--- src/rtl/ovl_pkg.sv ---
package ovl_pkg;
    parameter int OVL_SEL_W   = 2;
    parameter int OVL_NUM_BLK = 1 << OVL_SEL_W;

    typedef struct packed {
        logic                 en;
        logic [OVL_SEL_W-1:0] sel;
    } ovl_cfg_t;

    typedef struct packed {
        ovl_cfg_t cfg;
    } ovl_state_t;
endpackage

--- src/rtl/ovl_cfg_reg.sv ---
module ovl_cfg_reg
    import ovl_pkg::*;
#(
    parameter int DATA_W = 4
) (
    input  logic              clk,
    input  logic              rst_n,
    input  logic              hw_standby,
    input  logic              mode_ok,
    input  logic              we,
    input  logic [DATA_W-1:0] wdata,
    output logic [DATA_W-1:0] rdata,
    output ovl_cfg_t          cfg
);
    localparam int EN_BIT = DATA_W - 1;

    ovl_state_t state_d, state_q;
    logic       unused_wbit;

    assign unused_wbit = wdata[0];

    always_comb begin
        state_d = state_q;
        if (hw_standby) begin
            state_d.cfg = '0;
        end else if (we && mode_ok) begin
            state_d.cfg.en  = wdata[EN_BIT];
            state_d.cfg.sel = wdata[EN_BIT-1:1];
        end
    end

    always_ff @(posedge clk or negedge rst_n) begin
        if (!rst_n) state_q <= '0;
        else        state_q <= state_d;
    end

    assign cfg = state_q.cfg;

    always_comb begin
        rdata = '0;
        if (mode_ok) begin
            rdata[EN_BIT]       = state_q.cfg.en;
            rdata[EN_BIT-1:1]   = state_q.cfg.sel;
        end
        rdata[0] = 1'b1;
    end
endmodule

--- src/rtl/ovl_blk_match.sv ---
module ovl_blk_match
    import ovl_pkg::*;
#(
    parameter int ADDR_W   = 24,
    parameter int BLK_BITS = 10
) (
    input  logic [ADDR_W-1:0]    addr,
    input  logic [OVL_SEL_W-1:0] sel,
    output logic                 hit
);
    localparam int HI_W = ADDR_W - BLK_BITS;

    logic [OVL_NUM_BLK-1:0] blk_hit;

    for (genvar i = 0; i < OVL_NUM_BLK; i++) begin : g_blk
        assign blk_hit[i] = (addr[ADDR_W-1:BLK_BITS] == HI_W'(i));
    end

    always_comb begin
        hit = blk_hit[sel];
    end
endmodule

--- src/rtl/ovl_xlat.sv ---
module ovl_xlat #(
    parameter int              ADDR_W   = 24,
    parameter int              BLK_BITS = 10,
    parameter logic [ADDR_W-1:0] WIN_BASE = 24'hFFF000,
    parameter logic [ADDR_W-1:0] RAM_LO   = 24'hFFEF20,
    parameter logic [ADDR_W-1:0] RAM_HI   = 24'hFFFF1F,
    parameter logic [ADDR_W-1:0] FLASH_HI = 24'h01FFFF
) (
    input  logic [ADDR_W-1:0] addr,
    input  logic              redirect,
    output logic [ADDR_W-1:0] xaddr,
    output logic              ram_sel,
    output logic              flash_sel
);
    logic in_ram;
    logic in_flash;

    always_comb begin
        in_ram   = (addr >= RAM_LO) && (addr <= RAM_HI);
        in_flash = (addr <= FLASH_HI);
        if (redirect) begin
            xaddr     = {WIN_BASE[ADDR_W-1:BLK_BITS], addr[BLK_BITS-1:0]};
            ram_sel   = 1'b1;
            flash_sel = 1'b0;
        end else begin
            xaddr     = addr;
            ram_sel   = in_ram;
            flash_sel = in_flash;
        end
    end
endmodule

--- src/rtl/ram_overlay_remap.sv ---
module ram_overlay_remap
    import ovl_pkg::*;
#(
    parameter int ADDR_W   = 24,
    parameter int BLK_BITS = 10,
    parameter int MODE_W   = 3,
    parameter int DATA_W   = 4
) (
    input  logic              clk,
    input  logic              rst_n,
    input  logic              hw_standby,
    input  logic [MODE_W-1:0] mode,
    input  logic              ram_en,
    input  logic              cfg_we,
    input  logic [DATA_W-1:0] cfg_wdata,
    output logic [DATA_W-1:0] cfg_rdata,
    input  logic [ADDR_W-1:0] acc_addr,
    output logic [ADDR_W-1:0] xlat_addr,
    output logic              ram_sel,
    output logic              flash_sel,
    output logic              flash_protect
);
    localparam logic [MODE_W-1:0] MODE_LO   = MODE_W'(5);
    localparam logic [MODE_W-1:0] MODE_HI   = MODE_W'(7);
    localparam logic [MODE_W-1:0] MODE_NOEM = MODE_W'(6);

    logic     mode_ok;
    logic     emu_live;
    logic     blk_hit;
    logic     redirect;
    ovl_cfg_t cfg;

    always_comb begin
        mode_ok  = (mode >= MODE_LO) && (mode <= MODE_HI);
        emu_live = mode_ok && (mode != MODE_NOEM);
    end

    ovl_cfg_reg #(.DATA_W(DATA_W)) u_reg (
        .clk        (clk),
        .rst_n      (rst_n),
        .hw_standby (hw_standby),
        .mode_ok    (mode_ok),
        .we         (cfg_we),
        .wdata      (cfg_wdata),
        .rdata      (cfg_rdata),
        .cfg        (cfg)
    );

    ovl_blk_match #(.ADDR_W(ADDR_W), .BLK_BITS(BLK_BITS)) u_match (
        .addr (acc_addr),
        .sel  (cfg.sel),
        .hit  (blk_hit)
    );

    always_comb begin
        flash_protect = cfg.en && emu_live;
        redirect      = flash_protect && ram_en && blk_hit;
    end

    ovl_xlat #(.ADDR_W(ADDR_W), .BLK_BITS(BLK_BITS)) u_xlat (
        .addr      (acc_addr),
        .redirect  (redirect),
        .xaddr     (xlat_addr),
        .ram_sel   (ram_sel),
        .flash_sel (flash_sel)
    );
endmodule

--- config.mk ---
export PLATFORM = sky130hd
export DESIGN_NAME = ram_overlay_remap
export DESIGN_NICKNAME = d
export VERILOG_FILES = /design/src/rtl/ovl_pkg.sv /design/src/rtl/ovl_cfg_reg.sv /design/src/rtl/ovl_blk_match.sv /design/src/rtl/ovl_xlat.sv /design/src/rtl/ram_overlay_remap.sv
export SDC_FILE = /design/constraint.sdc
export NUM_CORES = 1
export LEC_CHECK = 0
export BUFFER_PORTS_ARGS = -buffer_cell sky130_fd_sc_hd__buf_2
export CAP_MARGIN = 5
export CORE_MARGIN = 2
export CORE_UTILIZATION = 30
export CTS_BUF_LIST = sky130_fd_sc_hd__clkbuf_16
export CTS_CLUSTER_DIAMETER = 200
export DETAILED_ROUTE_END_ITERATION = 12
export MAX_ROUTING_LAYER = met4
export PLACE_DENSITY = 0.8
export SYNTH_ARGS = -nofsm -noshare
export SYNTH_HDL_FRONTEND = slang
export SYNTH_HIERARCHICAL = 1
export SYNTH_SLANG_ARGS = --single-unit
--- constraint.sdc ---
create_clock -name clk -period 2.4 [get_ports clk]
set_input_delay 0.48 -clock clk [delete_from_list [all_inputs] [get_ports clk]]
set_output_delay 0.48 -clock clk [all_outputs]
set_load 0.05 [all_outputs]
Word level (Yosys, flattened, before mapping) --
Cells that the tools add are included.
Storage, ports and cells: flip-flop bits (word level) 3
Cells by class: equality and inequality tests 4, $lt $le $gt $ge 6, reductions and logical operators 9, mux-type cells 8
Operators by type and width (number):
- 14-bit by 2-bit == test with 1-bit output (second input constant) | 2
- 24-bit greater-or-equal comparator (second input constant) | 1
- 24-bit by 17-bit <= comparator with 1-bit output (second input constant) | 1
- 24-bit <= comparator (second input constant) | 1
- 24-bit two-way mux | 1
- 14-bit by 1-bit == test with 1-bit output (second input constant) | 1
- 14-bit logical NOT | 1
- 3-bit two-way mux | 3
- 1-bit logical AND | 7
- 3-bit greater-or-equal comparator (second input constant) | 1
- 3-bit <= comparator (second input constant) | 1
- 2-bit by 3-bit < comparator with 1-bit output (second input constant) | 1
- 1-bit two-way mux | 3
- 3-bit != test (second input constant) | 1
- 1-bit binary-select mux with 2-bit select | 1
- 2-bit nonzero test | 1

Depth between registers and ports, before layout --
Gate-level depths: netlist of run 1.
word-level depth 7, mapped depth 6, depth with buffers taken out 6

Modules after synthesis --
The synthesis of run 1 kept the hierarchy.
By module, submodules not included:
- ovl_xlat | area an instance 244.0 um^2, cells an instance 36, times used 1, seq. area each 0.0 um^2
- ovl_cfg_reg | area an instance 175.2 um^2, cells an instance 18, times used 1, seq. area each 75.1 um^2
- ovl_blk_match | area an instance 47.5 um^2, cells an instance 7, times used 1, seq. area each 0.0 um^2
- ram_overlay_remap | area an instance 25.0 um^2, cells an instance 3, times used 1, seq. area each 0.0 um^2

Least setup slack after synthesis of run 1 --
Ideal clock, no wire load.
path type input -> output, from in mode[0], to out flash_sel, data arrival time 2365 ps, required time 1920 ps, buffers on the path 0, cell stages on the path 4, path slack -445 ps, cell sequence and3_4 -> and3_1 -> or2_1 -> nor4_2
Between the ends: word-level cells in the longest chain between the ends 7, elaborated cells between the ends (all ways) 9
Ends and longest elaborated chain:
- start: declaration | line ram_overlay_remap.sv:12 | input logic [MODE_W-1:0] mode,
- 3-bit greater-or-equal comparator or 3-bit <= comparator (tied branches) | line ram_overlay_remap.sv:34 | mode_ok = (mode >= MODE_LO) && (mode <= MODE_HI);
- 1-bit logical AND | line ram_overlay_remap.sv:34
- 1-bit logical AND (*) | line ram_overlay_remap.sv:35 | emu_live = mode_ok && (mode != MODE_NOEM);
- 1-bit logical AND (*) | line ram_overlay_remap.sv:56 | flash_protect = cfg.en && emu_live;
- 1-bit logical AND (*) (2 in a row) | line ram_overlay_remap.sv:57 | redirect = flash_protect && ram_en && blk_hit;
- via redirect | line ram_overlay_remap.sv:30 | logic redirect;
- 1-bit two-way mux (*) | line ovl_xlat.sv:21 | if (redirect) begin
- end: declaration | line ram_overlay_remap.sv:20 | output logic flash_sel,
The timed path passes the listed nets; every way through them passes the cells marked *.

Worst setup path after layout of run 1 --
from in acc_addr[12], to out flash_sel
Between the ends: word-level cells in the longest chain between the ends 5, elaborated cells between the ends (all ways) 9
Ends and longest elaborated chain:
- start: declaration | line ram_overlay_remap.sv:17 | input logic [ADDR_W-1:0] acc_addr,
- 14-bit by 1-bit == test with 1-bit output (tied with other cells) | line ovl_blk_match.sv:16 | assign blk_hit[i] = (addr[ADDR_W-1:BLK_BITS] == HI_W'(i));
- 1-bit binary-select mux with 2-bit select (*) | line ovl_blk_match.sv:20 | hit = blk_hit[sel];
- 1-bit two-way mux (not written as such) (*) | line ovl_blk_match.sv:20
- via blk_hit | line ram_overlay_remap.sv:29 | logic blk_hit;
- 1-bit logical AND (*) | line ram_overlay_remap.sv:57
- via redirect | line ram_overlay_remap.sv:30
- 1-bit two-way mux (*) | line ovl_xlat.sv:21
The timed path passes the listed nets; every way through them passes the cells marked *. The select of a mux whose other input is x is not followed.

==> run metrics, run 1 <==
TritonRoute pass-1 iters=4; ranking of synthesized cells by area=buf_4 (18%), dfrtp_1 (15%), or2_2 (11%); first-pass GRT wire length=2970 µm; Port Buffers=54; final-report max-slew violation count=0; max FFs per register=3; crit-path max cell delay=0.54 ns; Netlist Area Pre-Place=492 µm²; dpl hpwl=1350 µm; post-synth top area share=0.183; Cells after Synth=64; vias per cell=5.06; clock skew=0 ns; initial antenna violation count=0; r2r endpoint=u_reg/cfg[2]; reg2reg setup slack=1.56 ns; RSZ-0062 raised after global routing=yes; setup violators final=1; worst endpoint required time=1.92 ns; Final Util=0.749; gr usage total=0.207; root buffer cell=clkbuf_16; Post-Syn Area per Cell=7.68 µm²; max frequency=413 MHz; crit-path max FO=7; Area Overhead vs Synth=132%; flops & latches, synth=3; DIE HEIGHT=44.5 µm; critical path class=input pin to output port; clk slew on worst S/H paths=0.03 ns; routed len/inst=14.9 µm; failing checks=setup timing; worst r2r src=u_reg/cfg[2]; Critical-path top delay cell=or4_4; number of CTS-inserted buffers=3; Skew-Pair Late Insertion Delay=0.22 ns; # diodes=0; CP cell instances=buf_6, or4_4, nor4_4, and3_4, or2_4, nor4_4, buf_6; YS warnings=6; Register Area=75.1 µm²; Post-CTS Setup Repair Bufs=0; final hold vios=0; Multi-input gate area=449 µm²; layout cells sized above 1=0.780; vias post-DR=678; # H-tree levels=1; Static Leak=0.567 nW; die width=44.5 µm; vias in the first global route=690; clock period minus worst slack=2.42 ns; Synth Net Count=100; worst reg2reg path depth=2; core box area=1520 µm²; largest net degree at the start of global routing=10; Yosys cell types=25; Inst Count DP=129; min-delay worst type=input pin to async pin; gpl congestion=0.788; Top delay family on crit path=simple AND/OR/NAND/NOR gates; Remaining Overflow, GRT=0; fin cells=134; period utilization=1.01; CP arrival=1.94 ns; Seq/Total Area, Yosys=0.153; nets=155; total wire length=2000 µm; area of the die=1980 µm²; Buf/Inv on CP=2; worst setup margin=-0.0191 ns; total power=0.528 mW; PwrDens=462 nW/µm²; antenna-violating nets left=0; Setup crit end kind=output port; Filler Cell Count=107; clk sinks=3; Longest Clk Path Bufs=2; Remaining DRCs=0; IO Pins=67; DRT iter0 DRCs=8; status=finished with violations; CP startpoint kind=input pin; starting density of the core=0.323; Hold Slack=0.0465 ns; # rows=14; Yosys top cell by area=buf_4; CTS tree=yes; Max Cap Viol=0; Max VDD drop=0.503 mV
synth_stat cells:
cell type,instances
xor2_1,3
or4_4,1
or4_1,1
nor2_1,1
nor4_1,3
nand3_1,4
conb_1,1
nand4_1,3
and2_1,1
nor2b_1,2
nor3_1,2
a21bo_1,3
or2_1,3
and3_4,1
nand2_1,1
or2_2,9
dfrtp_1,3
and3_1,1
a21o_1,1
a21oi_1,3
buf_4,12
nor4_2,1
o21a_1,1
clkbuf_1,1
and2_2,2
cell families after synthesis:
family / share of synthesized area
AND/OR/NAND/NOR: 0.473
flip-flops: 0.153
other: 0.00763
XOR/XNOR: 0.0534
AO/OA/AOI/OAI: 0.122
buffers and inverters: 0.191
cell type report:
type,instances,area share
Clock buffer,3,0.0658
Timing Repair Buffer,62,0.454
Multi-Input combinational cell,49,0.394
Clock inverter,1,0.00329
Tap cell,16,0.0175
Sequential cell,3,0.0658
what timing repair did:
action,4_1_cts,5_1_grt
resized for setup,28,42
pin swaps,9,7
endpoints found under the setup margin,16,16
hold buffers,0,0
gates cloned,1,0
where the power goes:
part	switching (mW)	total (mW)	internal, mW
clock network	0.0468	0.262	0.215
registers	0.00182	0.0548	0.0530
logic	0.119	0.211	0.0915
how the worst max path moves through the flow:
stage	slack, ns	cells past startpoint	to	from
2_1_floorplan	0.006	5	xlat_addr[12]	acc_addr[15]
3_3_place_gp	-0.25	6	xlat_addr[19]	acc_addr[15]
3_5_place_dp	-0.26	6	xlat_addr[19]	acc_addr[15]
4_1_cts	-0.003	7	xlat_addr[19]	acc_addr[18]
5_1_grt	-0.11	8	flash_sel	acc_addr[18]
6_report	-0.02	7	flash_sel	acc_addr[12]
per-layer routing:
layer | track usage | wire length (µm)
met5 | - | 0
met4 | 0.0727 | 27
met3 | 0.0286 | 157
met2 | 0.403 | 1130
met1 | 0.203 | 679
layout by cell type (no fill, tap or decap):
master     instances
or4_4              2
o21a_1             1
buf_2             33
buf_6              8
and2_1             1
buf_8             14
nor2_1             1
or2_2              1
buf_4              7
xor2_1             3
a21o_4             1
dfrtp_1            3
or2_4             11
conb_1             1
and3_4             3
clkbuf_16          3
nand3_1            4
and2_2             2
a21bo_1            3
nand2_2            1
nor4_4             4
inv_1              1
a21oi_1            3
nand4_1            3
nor2b_4            2
nor3_1             2
through the flow:
stage / setup WS, ns / cell area [µm²] / TNS [ns]
4_1_cts: -0.00255 / 983 / -0.00255
3_5_place_dp: -0.261 / 795 / -3.73
6_report: -0.0191 / 1140 / -0.0191
5_1_grt: -0.113 / 1140 / -0.643
3_3_place_gp: -0.248 / 795 / -3.44
2_1_floorplan: 0.00627 / 539 / 0
Power figures use the tool's default switching activity.
==> run 2: changes to the inputs <==
- CORE_MARGIN: 2 -> not set
- CORE_UTILIZATION: 30 -> 29
- PLACE_DENSITY: 0.8 -> 0.79
- SKIP_CTS_REPAIR_TIMING: not set -> 1
- SYNTH_HIERARCHICAL: 1 -> not set
==> run 2 against run 1 <==
  * The run now ends clean
  * Utilization shrank 25 points
  * Register-to-register slack gained 0.18 ns
  * Fmax grew 8.4%
  * Via count shrank 9.6%
  * Critical endpoint is now xlat_addr[23]
  * Largest cell class is now multi-input combinational cells
==> run metrics, run 2 <==
status=completed; largest net degree at the start of global routing=17 (+7); nets=148 (-4.5%); Seq/Total Area, Yosys=0.162 (+0.00949); Inst Count DP=123 (-4.7%); Main synth FF type=dfrtp_1; Register Area=75.1 µm² (unchanged); Skew-Pair Late Insertion Delay=0.22 ns (about the same); crit-path max FO=16 (+9); # diodes=0 (unchanged); Post-synth EDFFs=0 (unchanged); number of CTS-inserted buffers=3 (unchanged); Cells after Synth=64 (unchanged); DP Worst Slack=0.153 ns (+0.414 ns); Static Leak=0.433 nW (-24%); most frequent cells after synthesis=buf_4 (11), or2_1 (8), nand2_1 (5), nand3_1 (5), or2_2 (4); ranking of synthesized cells by area=buf_4 (18%), dfrtp_1 (16%), or2_1 (11%); core box area=1510 µm² (-1.1%); vias in the first global route=556 (-19%); most frequent cell after synthesis=buf_4; critical path class=input pin to output port; max FFs per register=3 (unchanged); fin cells=127 (-5.2%); TritonRoute pass-1 iters=2 (-2); layout cells sized above 1=0.577 (-0.203); setup violators final=0 (-1); CP cell instances=buf_2, nor4_1, nand2_1, nor3_4, buf_4, or2_2, buf_2; max frequency=448 MHz (+8.4%); dpl cell area=668 µm² (-16%); final-report max-slew violation count=0 (unchanged); Final Cell Area=747 µm² (-35%); clk sinks=3 (unchanged); Yosys cell types=22 (-12%); initial antenna violation count=0 (unchanged); die width=42.0 µm (-5.7%); r2r endpoint=u_reg.cfg[0]; Clock power frac=0.573 (+0.077); # rows=14 (unchanged); clock skew=0 ns (unchanged); gpl congestion=0.776 (-1.5%); uppermost layer routed=met4; Critical-path top delay cell=nor4_1; DIE HEIGHT=42.0 µm (-5.7%); vias post-DR=613 (-9.6%); Filler Cell Count=167 (+56%); starting density of the core=0.307 (-0.0154); YS warnings=0 (-6); root buffer cell=clkbuf_16; flops & latches, synth=3 (unchanged); Fin Setup TNS=0 ns (+0.0191 ns); PwrDens=612 nW/µm² (+32%); DR WL met2=604 µm (-47%); final hold vios=0 (unchanged); worst reg2reg path depth=2 (unchanged); Max VDD drop=0.460 mV (-8.6%); Flop pwr share=0.120 (+0.016); CP startpoint kind=input pin; worst r2r src=u_reg.cfg[0]; RSZ-0062 raised after global routing=no; commonest non-fill, non-tap cell in the layout=buf_2; worst endpoint required time=1.92 ns (about the same); total wire length=1210 µm (-39%); clock period minus worst slack=2.23 ns (-0.187 ns); reg2reg setup slack=1.74 ns (+0.18 ns); min-delay worst type=input pin to async pin; crit-path max cell delay=0.26 ns (-0.28 ns); CP arrival=1.75 ns (-0.19 ns); Remaining DRCs=0 (unchanged); Netlist Area Pre-Place=463 µm² (-5.9%); Remaining Overflow, GRT=0 (unchanged); P_sw=0.146 mW (-13%); total power=0.457 mW (-13%); combinational share of power=0.307 (-0.093); worst setup margin=0.168 ns (+0.187 ns); Switching Fraction=0.320 (+0.00173); Area Overhead vs Synth=61.4%; met3 WL=150 µm (-4.5%); vias per cell=4.83 (-4.6%); gr usage total=0.155 (-0.0517); clk slew on worst S/H paths=0.03 ns (about the same); Port Buffers=54 (unchanged); DRT iter0 DRCs=2 (-6); routed len/inst=9.54 µm (-36%); # H-tree levels=1 (unchanged); Setup crit end kind=output port; Max Cap Viol=0 (unchanged); CTS tree=yes; period utilization=0.930 (-0.0780); Multi-input gate area=295 µm² (-34%); commonest cells after routing, fill and taps aside=buf_2 (54), or2_1 (8), nand2_1 (5), nand3_1 (5), or2_2 (4); Synth Net Count=100 (unchanged); first-pass GRT wire length=2060 µm (-31%); asr flop ratio synth=1.00 (unchanged); Post-Syn Area per Cell=7.23 µm² (-5.9%); most frequent CP cell=buf_2; Longest Clk Path Bufs=2 (unchanged); Yosys top cell by area=buf_4; IO Pins=67 (unchanged); post-synth top area share=0.178 (-0.00483); dpl hpwl=1070 µm (-20%); internal power=0.311 mW (-14%); area of the die=1760 µm² (-11%); antenna-violating nets left=0 (unchanged); routed length on met1=436 µm (-36%)
## run 2: cell type report
type | count | share of cell area
Tap cell | 16 | 0.0268
Clock inverter | 1 | 0.00503
Sequential cell | 3 | 0.101
Multi-Input combinational cell | 49 | 0.395
Clock buffer | 3 | 0.101
Timing Repair Buffer | 55 | 0.372
## run 2: critical path, delay by kind of cell
family | cells | cell delay (ns)
and+or+nand+nor | 4 | 0.72
buffers and inverters | 3 | 0.55
## run 2: logic make-up (layout without fill, tap and decap cells)
logic type      Yosys count  after routing  synth area share
xor+xnor                  3              3            0.0568
compound gates            5              5            0.0649
simple gates             40             40             0.505
other cells               1              1           0.00810
flops                     3              3             0.162
buf+inv                  12             59             0.203
## run 2: through the flow
step | hold slack (ns) | utilization
2_1_floorplan | 0.184 | -
3_3_place_gp | 0.275 | 0.444
3_5_place_dp | 0.278 | 0.444
4_1_cts | 0.0430 | 0.496
5_1_grt | 0.0433 | 0.496
6_report | 0.0444 | 0.496
## run 2: worst max-delay path by stage
stage,start,end,slack (ns)
after global placement,acc_addr[20],xlat_addr[23],0.17
after floorplan,mode[2],xlat_addr[12],0.14
after detailed placement,acc_addr[20],xlat_addr[15],0.15
after global routing,acc_addr[20],xlat_addr[20],0.05
final,acc_addr[20],xlat_addr[23],0.17
after CTS,acc_addr[20],xlat_addr[15],0.15
## run 2: metal layers
metal	GRT usage	vias to the layer above
met4	0.0774	0
met3	0.0391	2
li1	-	302
met1	0.151	267
met2	0.281	42
met5	-	-
## run 2: power by group through the flow
stage | Clock, mW | Sequential [mW] | Combinational, mW
after global placement | 0 | 0.0553 | 0.139
after floorplan | 0 | 0.0548 | 0.122
after global routing | 0.270 | 0.0551 | 0.149
after detailed placement | 0 | 0.0554 | 0.141
final | 0.262 | 0.0547 | 0.140
after CTS | 0.265 | 0.0549 | 0.141
==> run 3: changes to the inputs <==
- CORE_UTILIZATION: 29 -> 30
- PLACE_DENSITY: 0.79 -> 0.8
- SYNTH_HIERARCHICAL: not set -> 1
==> run 3 against run 2 <==
  * The run now ends with setup timing left
  * Fmax shrank 7.8%
  * Global-route usage increased by 2.9 points
  * Critical path depth stayed put
  * Hold slack got worse by 0.0045 ns
  * Final cell count is 7.1% higher
  * Worst setup slack worse by 0.19 ns
  * Sequential cell count did not move
  * Register-to-register slack worse by 0.17 ns
==> run metrics, run 3 (synthesis results as in run 1) <==
DP Worst Slack=-0.294 ns (-0.447 ns); core box area=1520 µm² (+1.2%); # H-tree levels=1 (unchanged); area of the die=1800 µm² (+2.5%); worst reg2reg path depth=2 (unchanged); CP cell instances=buf_8, nor4_4, nand2_2, nor4_4, and3_4, or2_4, buf_4; P_sw=0.173 mW (+18%); final-report max-slew violation count=0 (unchanged); Remaining DRCs=0 (unchanged); gpl congestion=0.841 (+8.4%); Setup crit end kind=output port; Filler Cell Count=105 (-37%); CP arrival=1.94 ns (+0.19 ns); worst r2r src=u_reg/cfg[1]; total wire length=1970 µm (+62%); combinational share of power=0.391 (+0.084); clk slew on worst S/H paths=0.03 ns (about the same); Static Leak=0.560 nW (+29%); Buf/Inv on CP=2 (-1); period utilization=1.01 (+0.0787); clock skew=0 ns (unchanged); max frequency=413 MHz (-7.8%); routed len/inst=14.4 µm (+51%); internal power=0.356 mW (+15%); Critical-path top delay cell=nor4_4; max FFs per register=3 (unchanged); Switching Fraction=0.327 (+0.00621); DRT iter0 DRCs=8 (+6); most frequent CP cell=nor4_4; initial antenna violation count=0 (unchanged); PwrDens=474 nW/µm² (-23%); critical path class=input pin to output port; setup violators final=2 (+2); antenna-violating nets left=0 (unchanged); clk sinks=3 (unchanged); vias post-DR=704 (+15%); Remaining Overflow, GRT=0 (unchanged); RSZ-0062 raised after global routing=yes; Max Cap Viol=0 (unchanged); min-delay worst type=input pin to async pin; Max VDD drop=0.539 mV (+17%); Port Buffers=54 (unchanged); worst setup margin=-0.0207 ns (-0.189 ns); DIE HEIGHT=42.5 µm (+1.3%); Skew-Pair Late Insertion Delay=0.23 ns (about the same); die width=42.5 µm (+1.3%); crit-path max cell delay=0.32 ns (+0.06 ns); starting density of the core=0.323 (+0.0154); total power=0.529 mW (+16%); first-pass GRT wire length=2420 µm (+18%); status=finished with violations; gr usage total=0.185 (+0.0294); Area Overhead vs Synth=127%; failing checks=setup timing; commonest non-fill, non-tap cell in the layout=buf_2; # rows=14 (unchanged); final hold vios=0 (unchanged); root buffer cell=clkbuf_16; nets=157 (+6.1%); Longest Clk Path Bufs=2 (unchanged); clock period minus worst slack=2.42 ns (+0.189 ns); largest net degree at the start of global routing=15 (-2); worst endpoint required time=1.92 ns (about the same); Top delay family on crit path=simple AND/OR/NAND/NOR gates; commonest cells after routing, fill and taps aside=buf_2 (33), buf_4 (11), buf_6 (10), buf_8 (10), or2_4 (10); r2r endpoint=u_reg/cfg[1]; vias per cell=5.18 (+7.2%); TritonRoute pass-1 iters=4 (+2); CP startpoint kind=input pin; IO Pins=67 (unchanged); CTS tree=yes; dpl hpwl=1230 µm (+15%); number of CTS-inserted buffers=3 (unchanged); # diodes=0 (unchanged); vias in the first global route=612 (+10%); reg2reg setup slack=1.57 ns (-0.17 ns); Flop pwr share=0.103 (-0.017); layout cells sized above 1=0.767 (+0.190); crit-path max FO=7 (-9); Clock power frac=0.505 (-0.068)
[run 3: final cells by class]
| class | count | area, µm² | share of cell area |
|---|---|---|---|
| Clock buffer | 3 | 75.1 | 0.0673 |
| Clock inverter | 1 | 3.75 | 0.00336 |
| Multi-Input combinational cell | 49 | 432 | 0.387 |
| Sequential cell | 3 | 75.1 | 0.0673 |
| Tap cell | 16 | 20.0 | 0.0179 |
| Timing Repair Buffer | 64 | 510 | 0.457 |
[run 3: worst reg2reg max path, stage by stage (launching register included)]
cell and delay, ns:
dfrtp_1 0.38, a21bo_1 0.22, a21oi_1 0.15
[run 3: layer usage]
| metal | global-route usage | vias to the layer above | share of wire |
|---|---|---|---|
| met3 | 0.0345 | 2 | 0.091 |
| met1 | 0.165 | 322 | 0.36 |
| met5 | - | - | 0 |
| met4 | 0.131 | 0 | 0.012 |
| met2 | 0.342 | 52 | 0.54 |
| li1 | - | 328 | - |
[run 3: power by group through the flow]
stage / logic [mW] / clock network, mW / registers (mW)
CTS: 0.164 / 0.271 / 0.0548
global placement: 0.161 / 0 / 0.0551
detailed placement: 0.163 / 0 / 0.0552
global route: 0.216 / 0.275 / 0.0550
finish: 0.207 / 0.267 / 0.0547
floorplan: 0.133 / 0 / 0.0547
[run 3: through the flow]
step            util  std cells  setup TNS, ns  hold slack [ns]  instance area, µm²
6_report       0.732        136        -0.0351           0.0398                1120
5_1_grt        0.732        136         -0.652           0.0415                1120
4_1_cts        0.578        134          -4.24           0.0406                 881
3_5_place_dp   0.526        130          -4.11            0.277                 802
3_3_place_gp   0.526        130          -4.01            0.276                 802
2_1_floorplan      -         64              0            0.184                 539
[run 3: how the worst max path moves through the flow]
stage | depth (start not counted) | to | startpoint | slack [ns]
CTS | 6 | xlat_addr[19] | acc_addr[15] | -0.30
global route | 7 | xlat_addr[19] | acc_addr[20] | -0.1
floorplan | 5 | xlat_addr[12] | acc_addr[15] | 0.006
detailed placement | 6 | xlat_addr[19] | acc_addr[15] | -0.29
global placement | 6 | xlat_addr[19] | acc_addr[15] | -0.28
finish | 7 | xlat_addr[19] | acc_addr[20] | -0.02
